**src/rtl/ldet_pkg.sv**
```systemverilog
package ldet_pkg;
  typedef enum logic [1:0] {
    DS_QUIET  = 2'b00,
    DS_ACTIVE = 2'b01,
    DS_POLL   = 2'b10
  } ldet_state_e;
endpackage

```
**src/rtl/ldet_lane_gate.sv**
```systemverilog
module ldet_lane_gate #(
  parameter int LANES = 4
) (
  input  logic [LANES-1:0] lane_idle,
  input  logic [LANES-1:0] lane_assign,
  input  logic [LANES-1:0] rx_found,
  output logic             wake,
  output logic [LANES-1:0] found_masked
);
  logic [LANES-1:0] active_lane;

  for (genvar g = 0; g < LANES; g++) begin : g_lane
    // an unassigned lane is forced to look idle
    assign active_lane[g]  = lane_assign[g] & ~lane_idle[g];
    assign found_masked[g] = lane_assign[g] & rx_found[g];
  end

  assign wake = |active_lane;
endmodule

```
**src/rtl/ldet_quiet_timer.sv**
```systemverilog
module ldet_quiet_timer #(
  parameter int TIMEOUT_TICKS = 12000,
  parameter int DLY1_TICKS    = 100,
  parameter int DLY2_TICKS    = 1000,
  parameter int DLY3_TICKS    = 2000
) (
  input  logic       clk,
  input  logic       rst_n,
  input  logic       restart,
  input  logic       run,
  input  logic       tick,
  input  logic [1:0] cfg_code,
  output logic       timed_out,
  output logic       min_met
);
  localparam int CW = $clog2(TIMEOUT_TICKS + 1);
  localparam logic [CW-1:0] LIM_TO = CW'(TIMEOUT_TICKS);
  localparam logic [CW-1:0] LIM_1  = CW'(DLY1_TICKS);
  localparam logic [CW-1:0] LIM_2  = CW'(DLY2_TICKS);
  localparam logic [CW-1:0] LIM_3  = CW'(DLY3_TICKS);

  logic [CW-1:0] cnt_q;
  logic [1:0]    code_q;
  logic [CW-1:0] min_lim;

  always_comb begin
    case (code_q)
      2'b01:   min_lim = LIM_1;
      2'b10:   min_lim = LIM_2;
      2'b11:   min_lim = LIM_3;
      default: min_lim = '0;
    endcase
  end

  always_ff @(posedge clk) begin
    if (!rst_n || restart) begin
      cnt_q  <= '0;
      code_q <= cfg_code;
    end else if (run && tick && (cnt_q < LIM_TO)) begin
      cnt_q <= cnt_q + 1'b1;
    end
  end

  assign timed_out = (cnt_q >= LIM_TO);
  assign min_met   = (cnt_q >= min_lim);
endmodule

```
**src/rtl/link_detect_ctrl.sv**
```systemverilog
module link_detect_ctrl
  import ldet_pkg::*;
#(
  parameter int LANES         = 4,
  parameter int TIMEOUT_TICKS = 12000,
  parameter int DLY1_TICKS    = 100,
  parameter int DLY2_TICKS    = 1000,
  parameter int DLY3_TICKS    = 2000
) (
  input  logic             clk,
  input  logic             rst_n,
  input  logic             us_tick,
  input  logic [LANES-1:0] lane_idle,
  input  logic [LANES-1:0] lane_assign,
  input  logic [1:0]       min_dly_cfg,
  output logic             rxdet_req,
  input  logic             rxdet_done,
  input  logic [LANES-1:0] rxdet_found,
  output logic [1:0]       substate,
  output logic [LANES-1:0] detected_lanes,
  output logic             to_polling
);
  ldet_state_e      state_q;
  logic             wake;
  logic [LANES-1:0] found_m;
  logic             timed_out;
  logic             min_met;
  logic             any_found;
  logic             retry;
  logic             pass_q;
  logic [LANES-1:0] mask_q;

  ldet_lane_gate #(.LANES(LANES)) u_gate (
    .lane_idle    (lane_idle),
    .lane_assign  (lane_assign),
    .rx_found     (rxdet_found),
    .wake         (wake),
    .found_masked (found_m)
  );

  assign any_found = |found_m;
  assign retry     = (state_q == DS_ACTIVE) && rxdet_done && !any_found;

  ldet_quiet_timer #(
    .TIMEOUT_TICKS (TIMEOUT_TICKS),
    .DLY1_TICKS    (DLY1_TICKS),
    .DLY2_TICKS    (DLY2_TICKS),
    .DLY3_TICKS    (DLY3_TICKS)
  ) u_timer (
    .clk       (clk),
    .rst_n     (rst_n),
    .restart   (retry),
    .run       (state_q == DS_QUIET),
    .tick      (us_tick),
    .cfg_code  (min_dly_cfg),
    .timed_out (timed_out),
    .min_met   (min_met)
  );

  always_ff @(posedge clk) begin
    if (!rst_n) begin
      state_q <= DS_QUIET;
      pass_q  <= 1'b0;
      mask_q  <= '0;
    end else begin
      pass_q <= 1'b0;
      case (state_q)
        DS_QUIET: begin
          if (timed_out || (wake && min_met)) state_q <= DS_ACTIVE;
        end
        DS_ACTIVE: begin
          if (rxdet_done) begin
            if (any_found) begin
              state_q <= DS_POLL;
              mask_q  <= found_m;
              pass_q  <= 1'b1;
            end else begin
              state_q <= DS_QUIET;
            end
          end
        end
        default: state_q <= DS_POLL;
      endcase
    end
  end

  assign rxdet_req      = (state_q == DS_ACTIVE);
  assign substate       = state_q;
  assign detected_lanes = mask_q;
  assign to_polling     = pass_q;
endmodule

```
**config.mk**
```make
export PLATFORM = sky130hd
export DESIGN_NAME = link_detect_ctrl
export DESIGN_NICKNAME = d
export VERILOG_FILES = /design/src/rtl/ldet_pkg.sv /design/src/rtl/ldet_lane_gate.sv /design/src/rtl/ldet_quiet_timer.sv /design/src/rtl/link_detect_ctrl.sv
export SDC_FILE = /design/constraint.sdc
export NUM_CORES = 1
export LEC_CHECK = 0
export ABC_AREA = 1
export BUFFER_PORTS_ARGS = -buffer_cell sky130_fd_sc_hd__buf_2
export CELL_PAD_IN_SITES_DETAIL_PLACEMENT = 1
export CELL_PAD_IN_SITES_GLOBAL_PLACEMENT = 2
export CORE_UTILIZATION = 29
export CTS_BUF_LIST = sky130_fd_sc_hd__clkbuf_8
export CTS_CLUSTER_SIZE = 25
export DETAILED_ROUTE_END_ITERATION = 16
export GPL_TIMING_DRIVEN = 0
export PLACE_DENSITY_LB_ADDON = 0.2
export SETUP_SLACK_MARGIN = 0.2
export SLEW_MARGIN = 25
export SYNTH_ARGS = -nofsm -noshare
export SYNTH_HDL_FRONTEND = slang
export SYNTH_SLANG_ARGS = --single-unit
```
**constraint.sdc**
```tcl
create_clock -name clk -period 1.6 [get_ports clk]
set_clock_uncertainty 0.15 [all_clocks]
set_input_delay 0.16 -clock clk [delete_from_list [all_inputs] [get_ports clk]]
set_output_delay 0.16 -clock clk [all_outputs]
set_load 0.02 [all_outputs]
```
======== After elaboration in Yosys (flattened, before gate mapping) ========
Cells that the tools add are included.
operators by class
  divide/modulo/power cells ............... 0
  eq/ne operators ......................... 6
  order comparisons ....................... 3
  multipliers ............................. 0
  mux-type cells .......................... 6
  shift-type cells ........................ 0
  add/sub/neg operators ................... 1
  bitwise gates (word level) .............. 12
  reductions and logical operators ........ 15
operator list
  kind                     number
  $pmux W11 S3             1
  $add A14 B1 Y14 const B  1
  $ge A14 B11 Y1           1
  $ge A14 B14 Y1 const B   1
  $lt A14 B14 Y1 const B   1
  $and A1 B1 Y1            8
  $reduce_or A4 Y1         2
  $mux W2                  3
  $reduce_and A3 Y1        2
  $logic_and A1 B1 Y1      5
  $eq A2 B1 Y1 const B     2
  $eq A2 B2 Y1 const B     2
  $not A1 Y1               4
  $pmux W2 S2              1
  $logic_not A1 Y1         2
  $logic_not A2 Y1         1
  $logic_or A1 B1 Y1       2
  $ne A2 B1 Y1 const B     1
  $ne A2 B2 Y1 const B     1
  $reduce_and A2 Y1        1
  $mux W1                  1
word-level totals
  memories ................................ 0
  logic and storage cells ................. 48
  ROM bits ................................ 0
  output and inout bits ................... 8
  memory bits (writable) .................. 0
  latch bits .............................. 0
  bits in registers ....................... 23
  bits of input ports ..................... 18

======== Longest topological paths before layout ========
  depth in word-level cells ............... 7
  gate-level depth with buffers ........... 12
  mapped depth without buffers ............ 12

======== Modules after synthesis ========
A second synthesis with hierarchy kept.
second synthesis, totals
  cell total of the unflattened synthesis .. 261
  area total of the unflattened synthesis .. 1,632.8 µm²
by module, submodules not included
  module            area each (µm²)  cells an instance  sequential area each (µm²)  instances
  ldet_quiet_timer  1,226.2          192                340.3                       1
  link_detect_ctrl  327.8            48                 140.1                       1
  ldet_lane_gate    78.8             21                 0.0                         1

======== Worst setup path before layout ========
No wires, ideal clock.
  kind .................................... register to register
  from .................................... register u_timer.code_q[0]
  to ...................................... register state_q[0] (netlist: substate[0])
  clock period less this slack ............ 1.757 ns
  library setup time ...................... 0.117 ns
  stages on the path, launching flop included .. 12
  data required time ...................... 1.333 ns
  path slack .............................. -0.157 ns
  path buffers ............................ 0
  arrival time ............................ 1.491 ns
  path through ............................ edfxtp_1 -> ha_1 -> nor2_1 -> ha_1 -> nand2_1 -> inv_1 -> nand2_1 -> nand2_1 -> a21oi_1 -> nand2_1 -> nand2_1 -> a21oi_1
between the ends
  cells in the longest elaborated chain, start to end .. 7
  elaborated cells between the ends (all ways) .. 9
  those cells by class .................... order compare (1); eq/ne (4); mux (1); reduce/logical (3)
RTL lines
  what                                          line                    source
  start, declared                               ldet_quiet_timer.sv:23  logic [1:0] code_q;
  start signal, assigned                        ldet_quiet_timer.sv:38  code_q <= cfg_code;
  $eq A2 B2 Y1 or $eq A2 B1 Y1 (tied branches)  ldet_quiet_timer.sv:27  case (code_q)
  $pmux W11 S3 (*)                              ldet_quiet_timer.sv:27
  $ge A14 B11 Y1 (*)                            ldet_quiet_timer.sv:45  assign min_met = (cnt_q >= min_lim);
  $logic_and A1 B1 Y1 (*)                       link_detect_ctrl.sv:69  if (timed_out || (wake && min_met)) state_q <= DS_ACTIVE;
  $logic_or A1 B1 Y1 (*)                        link_detect_ctrl.sv:69
  $ne A2 B2 Y1 (no line) (*)                    n/a
  $reduce_and A2 Y1 (no line) (*)               n/a
  end signal, assigned                          link_detect_ctrl.sv:69
  end signal, assigned                          link_detect_ctrl.sv:74  state_q <= DS_POLL;
  end signal, assigned                          link_detect_ctrl.sv:78  state_q <= DS_QUIET;
  end, declared                                 link_detect_ctrl.sv:23  ldet_state_e state_q;
Every way passes the cells marked *; elsewhere a longest branch is shown, timed or not.
A chain may end at the register's enable or synchronous reset.

======== Worst setup path after layout ========
Same ends and word-level chain as after synthesis.

==> results.sh <==
export IMPL_status="finished, violations left"
export IMPL_violations="setup timing"
export IMPL_initial_core_util_pct=30.0
export IMPL_stdcell_count=357
export IMPL_cts_num_sinks=23
export IMPL_io_buffers=25
export IMPL_fin_hold_ws_ns=0.0196
export IMPL_r2r_start="u_timer.code_q[0]$_DFFE_PP_"
export IMPL_hold_path_class="in2reg"
export IMPL_critPathMaxFanout=3
export IMPL_tightestPinTransition_ns=0.312
export IMPL_crit_arrival_ns=1.91
export IMPL_fp_row_count=27
export IMPL_cp_start_kind="register"
export IMPL_avgViaCountPerCell=4.62
export IMPL_slew_headroom_pct=79.1
export IMPL_final_period_utilization_pct=116
export IMPL_worst_slack_ns=-0.259
export IMPL_dp_cells=334
export IMPL_grt_usage_pct=16.3
export IMPL_fmax_mhz=538
export IMPL_rsz0062_at_grt="true"
export IMPL_routedWlPerCell_microns=13.1
export IMPL_num_vias=1649
export IMPL_cts_tree="yes"
export IMPL_cts_buffers=3
export IMPL_p_per_area_mw_per_mm2=520
export IMPL_final_nets=319
export IMPL_die_h_microns=77.4
export IMPL_required_ns=1.65
export IMPL_synth_area_sq_mm=0.00165
export IMPL_postRouteAntennaNets=0
export IMPL_seq_area_frac_synth_pct=29.1
export IMPL_ys_seq_elements=23
export IMPL_hold_depth=3
export IMPL_dr_pass1_iters=4
export IMPL_detailed_place_hpwl_microns=3430
export IMPL_area_growth_pct=39.3
export IMPL_synth_ff_type="dfxtp_1"
export IMPL_fin_setup_tns_ns=-0.259
export IMPL_cts_htree_levels=1
export IMPL_insertedDiodeCount=0
export IMPL_path_class="reg2reg"
export IMPL_synth_cell_types=23
export IMPL_async_reset_ff_share_pct=0
export IMPL_period_needed_ns=1.86
export IMPL_fp_dieW_microns=77.4
export IMPL_cts_root_buf="clkbuf_8"
export IMPL_clk_path_buf_depth=2
export IMPL_ir_worst_vdd_mv=0.286
export IMPL_syn_num_nets=270
export IMPL_num_io_pins=26
export IMPL_antenna_found_initial=0
export IMPL_clock_latency_ns=0.27
export IMPL_grt_pass1_wl_microns=7750
export IMPL_drc=0
export IMPL_r2r_setup_slack_ns=-0.26
export IMPL_critPathLaunch="u_timer.code_q[0]$_DFFE_PP_"
export IMPL_finalWirelength_microns=4670
export IMPL_cap_violations=0
export IMPL_coreArea_sq_mm=0.00551
export IMPL_grt_max_degree=14
export IMPL_layout_commonest_cell="nand2_1"
export IMPL_synth_warnings=0
export IMPL_hp_start="rst_n"
export IMPL_gp_congestion=0.702
export IMPL_mostFrequentLayoutCells="nand2_1 (62), inv_1 (29), buf_2 (25)"
export IMPL_die_area_sq_mm=0.00600
export IMPL_syn_inst=237
export IMPL_path_clk_slew_ns=0.09
export IMPL_total_power_mw=1.19
export IMPL_synth_edf_count=2
export IMPL_final_setup_viol_count=1
export IMPL_hold_violations=0
export IMPL_grt_pass1_vias=1698
export IMPL_leakagePower_nw=1.06
export IMPL_grt_remaining_overflow=0
export IMPL_worstSetupEndpointType="register"
export IMPL_drtIter0Drc=46
export IMPL_reg2reg_depth=12
export IMPL_slew_viol_final=0
export IMPL_syn_area_per_cell_sq_um=6.96
export IMPL_drive_gt1_share_pct=41.8
## area by class of cell
class | count | area [sq um]
inverter | 32 | 120
timing repair buffer | 44 | 310
clock inverter | 1 | 5.00
fill | 698 | 3210
buffer | 3 | 46.3
clock buffer | 3 | 41.3
tap | 72 | 90.1
sequential | 23 | 523
multi-input combinational | 179 | 1160
## report_power, final
group	leakage, nW	switching [mW]	internal, mW	total [mW]
clock network	0.0255	0.195	0.174	0.369
logic	0.839	0.126	0.108	0.234
registers	0.200	0.0135	0.578	0.592
## synthesized netlist by cell type, types with 2 or more instances
cell type / count / area share, %
a21oi_1: 14 / 4.2
a21oi_2: 10 / 5.3
buf_6: 2 / 1.4
dfxtp_1: 21 / 25
edfxtp_1: 2 / 3.6
ha_1: 15 / 11
inv_1: 32 / 7.3
nand2_1: 79 / 18
nand2_2: 3 / 1.1
nand3_1: 10 / 3.0
nand4_1: 8 / 3.0
nor2_1: 25 / 5.7
xnor2_1: 4 / 2.1
xor2_1: 3 / 1.6
## routing by layer
metal	up-vias	GRT usage [%]	routed length, microns
met5	-	0	0
met4	0	5.28	51
met3	4	1.65	51
met2	11	29.4	2310
met1	782	20.0	2250
li1	852	-	-
## repair_timing
item | in CTS | in global routing
resized for setup | 54 | 8
hold buffers | 2 | 0
setup endpoints to repair | 17 | 21
cloned | 0 | 1
setup buffers | 12 | 4
pin swaps | 7 | 8
hold endpoints to repair | 2 | 0
## registers in the layout (all words and copies together) (netlist names)
signal          count
u_timer.code_q      2
to_polling          1
u_timer.cnt_q      14
substate            2
detected_lanes      4
## worst max-delay path, cell delays in order (launching register included)
cell      delay [ns]
edfxtp_1        0.45
inv_2           0.09
ha_2            0.20
nor2_4          0.05
ha_1            0.29
nand2_1         0.06
inv_1           0.07
nand3_1         0.07
nor2_1          0.10
nand2_1         0.07
nand2_1         0.07
nand2_1         0.05
a21oi_1         0.10
## worst paths after layout
check                                         to
setup / recovery        substate[0]$_SDFFE_PN0P_
hold / removal          substate[0]$_SDFFE_PN0P_
setup reg to reg        substate[0]$_SDFFE_PN0P_
hold reg to reg   detected_lanes[0]$_SDFFE_PN0P_
## cell families (layout without fill, tap and decap cells)
family                   after synthesis  count (layout)  synth area share (%)
XOR/XNOR                               7               7                  3.72
buffers and inverters                 35              83                  9.55
flip-flops                            23              23                  29.1
AND/OR/NAND/NOR                      130             130                  34.0
AO/OA/AOI/OAI                         27              27                  12.2
adder cells (fa/ha/maj)               15              15                  11.4
## stage by stage
| stage | setup WS (ns) | area (sq um) | util [%] |
|---|---|---|---|
| after floorplan | -0.115 | 1680 | - |
| after global placement | -0.287 | 1890 | 34.3 |
| after detailed placement | -0.318 | 1890 | 34.3 |
| after CTS | -0.275 | 2210 | 40.1 |
| after global routing | -0.430 | 2300 | 41.7 |
| final | -0.259 | 2300 | 41.7 |
Note: power is estimated with default switching activity, not from simulation.
